**src/rtl/esc_seq_pkg.sv**
```systemverilog
package esc_seq_pkg;

    localparam int NUM_PHASES = 4;
    localparam int PH_IDX_W   = $clog2(NUM_PHASES);

    typedef enum logic [2:0] {
        ST_IDLE = 3'b000,
        ST_WAIT = 3'b001,
        ST_TERM = 3'b011,
        ST_PH0  = 3'b100,
        ST_PH1  = 3'b101,
        ST_PH2  = 3'b110,
        ST_PH3  = 3'b111
    } esc_state_e;

    function automatic logic is_phase(input esc_state_e st);
        return st[2];
    endfunction

endpackage

```
**src/rtl/esc_seq_limit.sv**
```systemverilog
module esc_seq_limit
    import esc_seq_pkg::*;
#(
    parameter int CNT_W = 16
) (
    input  esc_state_e                  state_i,
    input  logic [CNT_W-1:0]            cnt_i,
    input  logic [CNT_W-1:0]            tmo_cyc_i,
    input  logic [NUM_PHASES*CNT_W-1:0] phase_cyc_i,
    output logic                        done_o
);

    logic [CNT_W-1:0] ph_len [NUM_PHASES];
    logic [CNT_W-1:0] limit;
    logic [CNT_W:0]   cnt_next;

    for (genvar k = 0; k < NUM_PHASES; k++) begin : g_len
        assign ph_len[k] = phase_cyc_i[k*CNT_W +: CNT_W];
    end

    always_comb begin
        if (is_phase(state_i)) limit = ph_len[state_i[PH_IDX_W-1:0]];
        else                   limit = tmo_cyc_i;
    end

    // A length of zero is treated as one cycle.
    assign cnt_next = {1'b0, cnt_i} + {{CNT_W{1'b0}}, 1'b1};
    assign done_o   = (cnt_next >= {1'b0, limit});

endmodule

```
**src/rtl/esc_seq_fsm.sv**
```systemverilog
module esc_seq_fsm
    import esc_seq_pkg::*;
#(
    parameter int CNT_W = 16
) (
    input  logic             clk_i,
    input  logic             rst_ni,
    input  logic             trig_i,
    input  logic             irq_pend_i,
    input  logic             class_en_i,
    input  logic             tmo_nz_i,
    input  logic             done_i,
    input  logic             clr_i,
    output esc_state_e       state_o,
    output logic [CNT_W-1:0] cnt_o
);

    esc_state_e       state_q, state_d;
    logic [CNT_W-1:0] cnt_q, cnt_d;
    logic             trig_ok;
    logic             counting;

    assign trig_ok = class_en_i && trig_i;

    always_comb begin
        state_d  = state_q;
        counting = 1'b0;
        unique case (state_q)
            ST_IDLE: begin
                if (trig_ok)                                  state_d = ST_PH0;
                else if (class_en_i && irq_pend_i && tmo_nz_i) state_d = ST_WAIT;
            end
            ST_WAIT: begin
                if (trig_ok)          state_d = ST_PH0;
                else if (!irq_pend_i) state_d = ST_IDLE;
                else if (done_i)      state_d = ST_PH0;
                else                  counting = 1'b1;
            end
            ST_PH0: begin
                if (clr_i)       state_d = ST_IDLE;
                else if (done_i) state_d = ST_PH1;
                else             counting = 1'b1;
            end
            ST_PH1: begin
                if (clr_i)       state_d = ST_IDLE;
                else if (done_i) state_d = ST_PH2;
                else             counting = 1'b1;
            end
            ST_PH2: begin
                if (clr_i)       state_d = ST_IDLE;
                else if (done_i) state_d = ST_PH3;
                else             counting = 1'b1;
            end
            ST_PH3: begin
                if (clr_i)       state_d = ST_IDLE;
                else if (done_i) state_d = ST_TERM;
                else             counting = 1'b1;
            end
            ST_TERM: begin
                if (clr_i) state_d = ST_IDLE;
            end
            default: state_d = ST_IDLE;
        endcase
    end

    assign cnt_d = counting ? cnt_q + {{(CNT_W-1){1'b0}}, 1'b1} : '0;

    always_ff @(posedge clk_i or negedge rst_ni) begin
        if (!rst_ni) begin
            state_q <= ST_IDLE;
            cnt_q   <= '0;
        end else begin
            state_q <= state_d;
            cnt_q   <= cnt_d;
        end
    end

    assign state_o = state_q;
    assign cnt_o   = cnt_q;

endmodule

```
**src/rtl/esc_seq_outmap.sv**
```systemverilog
module esc_seq_outmap
    import esc_seq_pkg::*;
#(
    parameter int N_SIG = 4
) (
    input  esc_state_e                  state_i,
    input  logic [N_SIG-1:0]            sig_en_i,
    input  logic [N_SIG*PH_IDX_W-1:0]   sig_map_i,
    output logic [N_SIG-1:0]            esc_o
);

    for (genvar g = 0; g < N_SIG; g++) begin : g_sig
        always_comb begin
            esc_o[g] = sig_en_i[g] && is_phase(state_i) &&
                       (state_i[PH_IDX_W-1:0] == sig_map_i[g*PH_IDX_W +: PH_IDX_W]);
        end
    end

endmodule

```
**src/rtl/esc_phase_seq.sv**
```systemverilog
module esc_phase_seq
    import esc_seq_pkg::*;
#(
    parameter int CNT_W = 16,
    parameter int N_SIG = 4
) (
    input  logic                        clk_i,
    input  logic                        rst_ni,
    input  logic                        trig_i,
    input  logic                        irq_pend_i,
    input  logic                        class_en_i,
    input  logic [CNT_W-1:0]            tmo_cyc_i,
    input  logic [NUM_PHASES*CNT_W-1:0] phase_cyc_i,
    input  logic [N_SIG-1:0]            sig_en_i,
    input  logic [N_SIG*PH_IDX_W-1:0]   sig_map_i,
    input  logic                        clr_i,
    output logic [2:0]                  state_o,
    output logic [CNT_W-1:0]            cnt_o,
    output logic [N_SIG-1:0]            esc_o
);

    esc_state_e       state;
    logic [CNT_W-1:0] cnt;
    logic             lim_done;

    esc_seq_limit #(.CNT_W(CNT_W)) u_limit (
        .state_i     (state),
        .cnt_i       (cnt),
        .tmo_cyc_i   (tmo_cyc_i),
        .phase_cyc_i (phase_cyc_i),
        .done_o      (lim_done)
    );

    esc_seq_fsm #(.CNT_W(CNT_W)) u_fsm (
        .clk_i      (clk_i),
        .rst_ni     (rst_ni),
        .trig_i     (trig_i),
        .irq_pend_i (irq_pend_i),
        .class_en_i (class_en_i),
        .tmo_nz_i   (tmo_cyc_i != '0),
        .done_i     (lim_done),
        .clr_i      (clr_i),
        .state_o    (state),
        .cnt_o      (cnt)
    );

    esc_seq_outmap #(.N_SIG(N_SIG)) u_outmap (
        .state_i   (state),
        .sig_en_i  (sig_en_i),
        .sig_map_i (sig_map_i),
        .esc_o     (esc_o)
    );

    assign state_o = state;
    assign cnt_o   = cnt;

endmodule

```
**config.mk**
```make
export PLATFORM = sky130hd
export DESIGN_NAME = esc_phase_seq
export DESIGN_NICKNAME = d
export VERILOG_FILES = /design/src/rtl/esc_seq_pkg.sv /design/src/rtl/esc_seq_limit.sv /design/src/rtl/esc_seq_fsm.sv /design/src/rtl/esc_seq_outmap.sv /design/src/rtl/esc_phase_seq.sv
export SDC_FILE = /design/constraint.sdc
export NUM_CORES = 1
export LEC_CHECK = 0
export BUFFER_PORTS_ARGS = -buffer_cell sky130_fd_sc_hd__buf_2
export CORE_AREA = 2 2 72 67
export DETAILED_ROUTE_END_ITERATION = 16
export DIE_AREA = 0 0 74 69
export PLACE_DENSITY = 0.84
export SLEW_MARGIN = 5
export SYNTH_ARGS = -nofsm -noshare
export SYNTH_HDL_FRONTEND = slang
export SYNTH_SLANG_ARGS = --single-unit
```
**constraint.sdc**
```tcl
create_clock -name clk_i -period 6.2 [get_ports clk_i]
set_input_delay 1.24 -clock clk_i [delete_from_list [all_inputs] [get_ports clk_i]]
set_output_delay 1.24 -clock clk_i [all_outputs]
set_load 0.02 [all_outputs]
```
## Word-level counts from Yosys, hierarchy flattened

Index checks and enable logic that the tools add are counted.

| operators by class | value |
|---|---|
| add/subtract/negate cells | 2 |
| $mul | 0 |
| divide/modulo/power cells | 0 |
| $lt $le $gt $ge | 2 |
| equal/unequal tests | 17 |
| shift-type cells | 0 |
| multiplexer cells | 25 |
| bitwise logic cells | 1 |
| reductions and logical operators | 15 |

Operator list:

| cell | count |
|---|---|
| $mux 16 | 4 |
| $mux 3 | 14 |
| $bmux 16 s2 | 1 |
| $pmux 3 s7 | 1 |
| $add 16x1->17 const B | 1 |
| $ge 17x16->1 | 1 |
| $add 16x1->16 const B | 1 |
| $reduce_bool 16->1 | 1 |
| $eq 3x3->1 const B | 4 |
| $ne 3x3->1 const B | 4 |
| $logic_and 1x1->1 | 11 |
| $eq 2x2->1 | 4 |
| $reduce_and 7->1 | 1 |
| $mux 1 | 4 |
| $ne 4x3->1 const B | 1 |
| $reduce_or 4->1 | 1 |
| $eq 3x1->1 const B | 1 |
| $eq 3x2->1 const B | 1 |
| $ge 3x3->1 const B | 1 |
| $logic_not 3->1 | 1 |
| $ne 3x1->1 const B | 1 |
| $not 2->3 | 1 |
| $ne 2x2->1 const B | 1 |
| $pmux 1 s2 | 1 |

| storage, ports and cells | value |
|---|---|
| register bits | 19 |
| bits in latches | 0 |
| bits in writable memories | 0 |
| bits in read-only memories | 0 |
| input port bits | 98 |
| word-level logic and storage cells | 64 |
| memories | 0 |

## Logic depth before layout (Yosys ltp)

| depth | value |
|---|---|
| depth in word-level cells | 11 |
| depth in mapped cells | 14 |
| depth with buffers taken out | 12 |

## By module

A second synthesis with hierarchy kept.

| unflattened totals | value |
|---|---|
| cell total of the unflattened synthesis | 237 |
| area, all modules | 2316.0 um^2 |

Modules (own cells, without submodules):

| module | times used | cells an instance | area each (um^2) | seq. area each (um^2) |
|---|---|---|---|---|
| esc_seq_limit | 1 | 117 | 1202.4 | 0.0 |
| esc_seq_fsm | 1 | 99 | 957.2 | 475.5 |
| esc_seq_outmap | 1 | 16 | 125.1 | 0.0 |
| esc_phase_seq | 1 | 5 | 31.3 | 0.0 |

## Worst setup path after synthesis

Ideal clock, no wire load.

| timing | value |
|---|---|
| kind | register to register |
| start point | register u_fsm.state_q[0] (netlist: u_fsm.state_o[0]) |
| end point | register u_fsm.state_q[2] (netlist: u_fsm.state_o[2]) |
| data arrival time | 3.767 ns |
| data required time | 6.079 ns |
| slack | 2.312 ns |
| stages on the path, launching flop included | 14 |
| buffers on the path | 4 |
| clock period less this slack | 3.888 ns |
| cell sequence | dfrtp_1 clkbuf_1 buf_1 mux4_2 mux2i_1 ha_1 nand4_1 nor2_1 a311o_1 or4_4 or2_1 buf_6 buf_6 a22o_1 |

| on the way | value |
|---|---|
| longest elaborated chain between the ends | 8 |
| elaborated cells between the ends (all ways) | 22 |

RTL lines:

| item | line | source |
|---|---|---|
| start: declaration | esc_seq_fsm.sv:18 | `esc_state_e state_q, state_d;` |
| start signal: assignment | esc_seq_fsm.sv:73 | `state_q <= state_d;` |
| $not 2->3 (implied by the code) | esc_seq_limit.sv:22 | `if (is_phase(state_i)) limit = ph_len[state_i[PH_IDX_W-1:0]];` |
| $bmux 16 s2 | esc_seq_limit.sv:22 |  |
| $mux 16 (implied by the code) (2 in a row) | esc_seq_limit.sv:22 |  |
| $mux 16 | esc_seq_limit.sv:22 |  |
| $ge 17x16->1 | esc_seq_limit.sv:28 | `assign done_o = (cnt_next >= {1'b0, limit});` |
| $ne 4x3->1 (no source line) / $ne 3x3->1 (equally long branches) | -- |  |
| $reduce_and 7->1 (no source line) | -- |  |

Several ways; a longest one is shown, not always the timed one. The select of a mux whose other input is x is not followed.
A chain may end at the register's enable or synchronous reset.

## Worst setup path in the final report

Ends and elaborated chain as after synthesis.

==> summary.txt <==
Synth
  • Number of flops mapped to enable cells by yosys: 0
  • Mean area per synthesized cell: slightly above 10 um2
  • Yosys reg bits: 19
  • Yosys warns: 0
  • Synth Flop Type: dfrtp_1
  • Syn nets: between 300 and 400
  • Yosys cell types: 37
  • Syn Inst Count: just over 200
  • Post-synth ARST share: 100.0%
  • Register area share after synthesis: a little under a quarter
  • Mapped cell area: a little over 2000 um2

Route
  • Via Count: about 2000
  • DRT Pass-1 Iters: 4
  • Starting DRT DRC Count: slightly below 100
  • Post-route ant nets: 0
  • Post-route DRC: 0
  • DRT Wirelength: 5567 um
  • Avg WL per Cell: about 15 um
  • Drt via density: ~5.4

Worst setup path
  • Startpoint types: flip-flop
  • WP data arrival: roughly 4.2 ns
  • Critical path's top delay family: flip-flops
  • CP Buf/Inv Count: 0
  • CP Max Fanout: 22
  • Slowest cell on crit path: dfrtp_1
  • Worst-path cell chain: mux4_2 -> mux2i_1 -> ha_1 -> nand4_1 -> nor2_1 -> a311o_1 -> or4_4 -> or2_1 -> a22o_1
  • Critical path type: flip-flop to flip-flop
  • CP Capture Type: flip-flop
  • Reg2reg setup slack: 2.10 ns
  • CP peak stage delay: between 1 and 1.5 ns
  • Worst path required time: 6.34 ns

Finish
  • Layout area overhead: 32.62%
  • Share of layout cells above drive strength 1: 45.57%
  • Sequential Area: ~480 um2
  • Cell area after layout: approximately 2700 um2
  • Fillers: about 370
  • Commonest non-fill, non-tap cells in the layout: buf_2, dfrtp_1, ha_1
  • Most common cell after layout, fill and taps aside: buf_2
  • Multi-input gate area: 1480 um2
  • Diodes inserted: 0
  • Nets: around 430

STA
  • Max Clock Freq: approximately 240 MHz
  • RSZ-0062 raised after global routing: false
  • Setup Skew: about 0.00069 ns
  • Slew margin rel.: between 20% and 30%
  • Period utilisation layout: 66.14%
  • Number of setup violations in the final report: 0
  • Post-route minimum period: between 4 and 5 ns
  • Fin. max-slew vios: 0
  • Final hold vios: 0
  • TNS Setup: 0 ns
  • Worst Tran Pin Value: 1.166 ns

Placed design
  • Placer Congestion: 0.8486
  • DP HPWL: approximately 4800 um
  • Dpl cell area: between 2000 and 3000 um2
  • PortBufs: 120

Global route
  • Initial antenna violation count: 0
  • GRT Residual Overflow: 0
  • First-pass GRT wire length: just under 9000 um
  • Global-route usage over all layers: 22.14%
  • Largest net degree at the start of global routing: 27
  • Vias in the first global route: 1959

Run
  • Max Cap Violations: 0

Clock tree
  • Post-CTS resize count: 0
  • Clk_lat worst skew: about 0.25 ns
  • TritonCTS Buffers: 3
  • CTS clk-pin slew, worst paths: 0.07 ns
  • Longest Clk Path Bufs: 2
  • Sink Count: 19
  • CTS root buf: clkbuf_8
  • Setup Buffers After CTS: 0
  • Hold-fix buffers, CTS: 0
  • TritonCTS clock tree: yes
  • Total number of H-tree levels: 1

Floorplanning
  • Initial Util: 46.96%
  • Die W: 74 um
  • Die area: 5106 um2
  • Die Y: 69 um
  • Area of the core: roughly 4300 um2
  • Ports: 121
  • Row count: 23

Power
  • Max IR drop VDD: around 120 uV
  • Leakage: 1.373 nW
  • PD cells: approximately 250 nW/um2

Run status
  • Status: complete, no violations

Hold path
  • Worst min-delay path class: flip-flop to flip-flop
## power breakdown
part | leakage, nW | internal (mW) | switching [mW] | total (mW)
Combinational | 1.09 | 0.221 | 0.154 | 0.375
Clock | 0.0255 | 0.0446 | 0.0394 | 0.0840
Sequential | 0.261 | 0.135 | 0.0910 | 0.226
## area by class of cell
class                      instances  area share (%)
clock inverter                     1          0.1849
multi-input combinational        167           54.69
timing repair buffer             121           22.47
inverter                           5          0.6935
tap                               62           2.866
clock buffer                       3           1.526
sequential                        19           17.57
## flip-flops by register name (all words and copies together), names as in the netlist
signal / flops
u_fsm.state_o: 3
u_fsm.cnt_o: 16
## metal layers
layer	track usage (%)	up-vias	wire, um
li1	-	988	-
met1	29.46	954	2288
met2	37.40	87	2864
met3	1.462	6	330
met4	7.879	0	84
met5	0	-	0
## logic make-up after synthesis
group,count (synthesis),synth area share (%)
fa+ha+maj,17,10.42
flops,19,23.30
compound gates,22,7.479
simple gates,73,19.13
xor+xnor,22,9.442
mux,33,26.06
buf+inv,16,4.169
## Yosys cell counts (all sizes together) (2+ instances only)
cell type | instances | area, um2
nor3 | 6 | 30.03
nor2 | 13 | 48.80
nor2b | 16 | 100.1
nand3 | 7 | 35.03
a21oi | 5 | 25.02
mux4 | 16 | 360.4
o211ai | 2 | 15.01
nand4 | 8 | 50.05
ha | 17 | 212.7
inv | 5 | 18.77
xor2 | 14 | 122.6
dfrtp | 19 | 475.5
nor4 | 6 | 37.54
nand2 | 10 | 37.54
buf | 6 | 47.54
clkbuf | 5 | 18.77
o21ai | 3 | 15.01
a211oi | 3 | 27.52
and3 | 2 | 12.51
mux2i | 16 | 160.2
a31oi | 2 | 12.51
a21o | 2 | 15.01
xnor2 | 8 | 70.07
## final timing paths
check                                               endpoint  cells past startpoint                          from
worst max-delay path            u_fsm.state_o[2]$_DFFE_PN0P_                      9  u_fsm.state_o[0]$_DFFE_PN0P_
worst min-delay path                u_fsm.cnt_o[0]$_DFF_PN0_                      1      u_fsm.cnt_o[0]$_DFF_PN0_
worst max register to register  u_fsm.state_o[2]$_DFFE_PN0P_                      9  u_fsm.state_o[0]$_DFFE_PN0P_
worst min register to register      u_fsm.cnt_o[0]$_DFF_PN0_                      1      u_fsm.cnt_o[0]$_DFF_PN0_
max in group asynchronous           u_fsm.cnt_o[9]$_DFF_PN0_                      1                        rst_ni
min in group asynchronous           u_fsm.cnt_o[5]$_DFF_PN0_                      1                        rst_ni
## through the flow
step                      total power, mW  util (%)  worst slack (ns)  hold slack (ns)  instances
final                              0.6854     62.28             2.099           0.5711        378
after CTS                          0.6908     62.28             2.052           0.5720        378
after detailed placement           0.6084     61.22             2.045           0.5619        374
after global routing               0.7408     62.28             1.822           0.5954        378
after floorplan                    0.5178         -             2.312           0.6139        202
after global placement             0.5975     61.22             2.078           0.5600        374
Power figures use the tool's default switching activity.
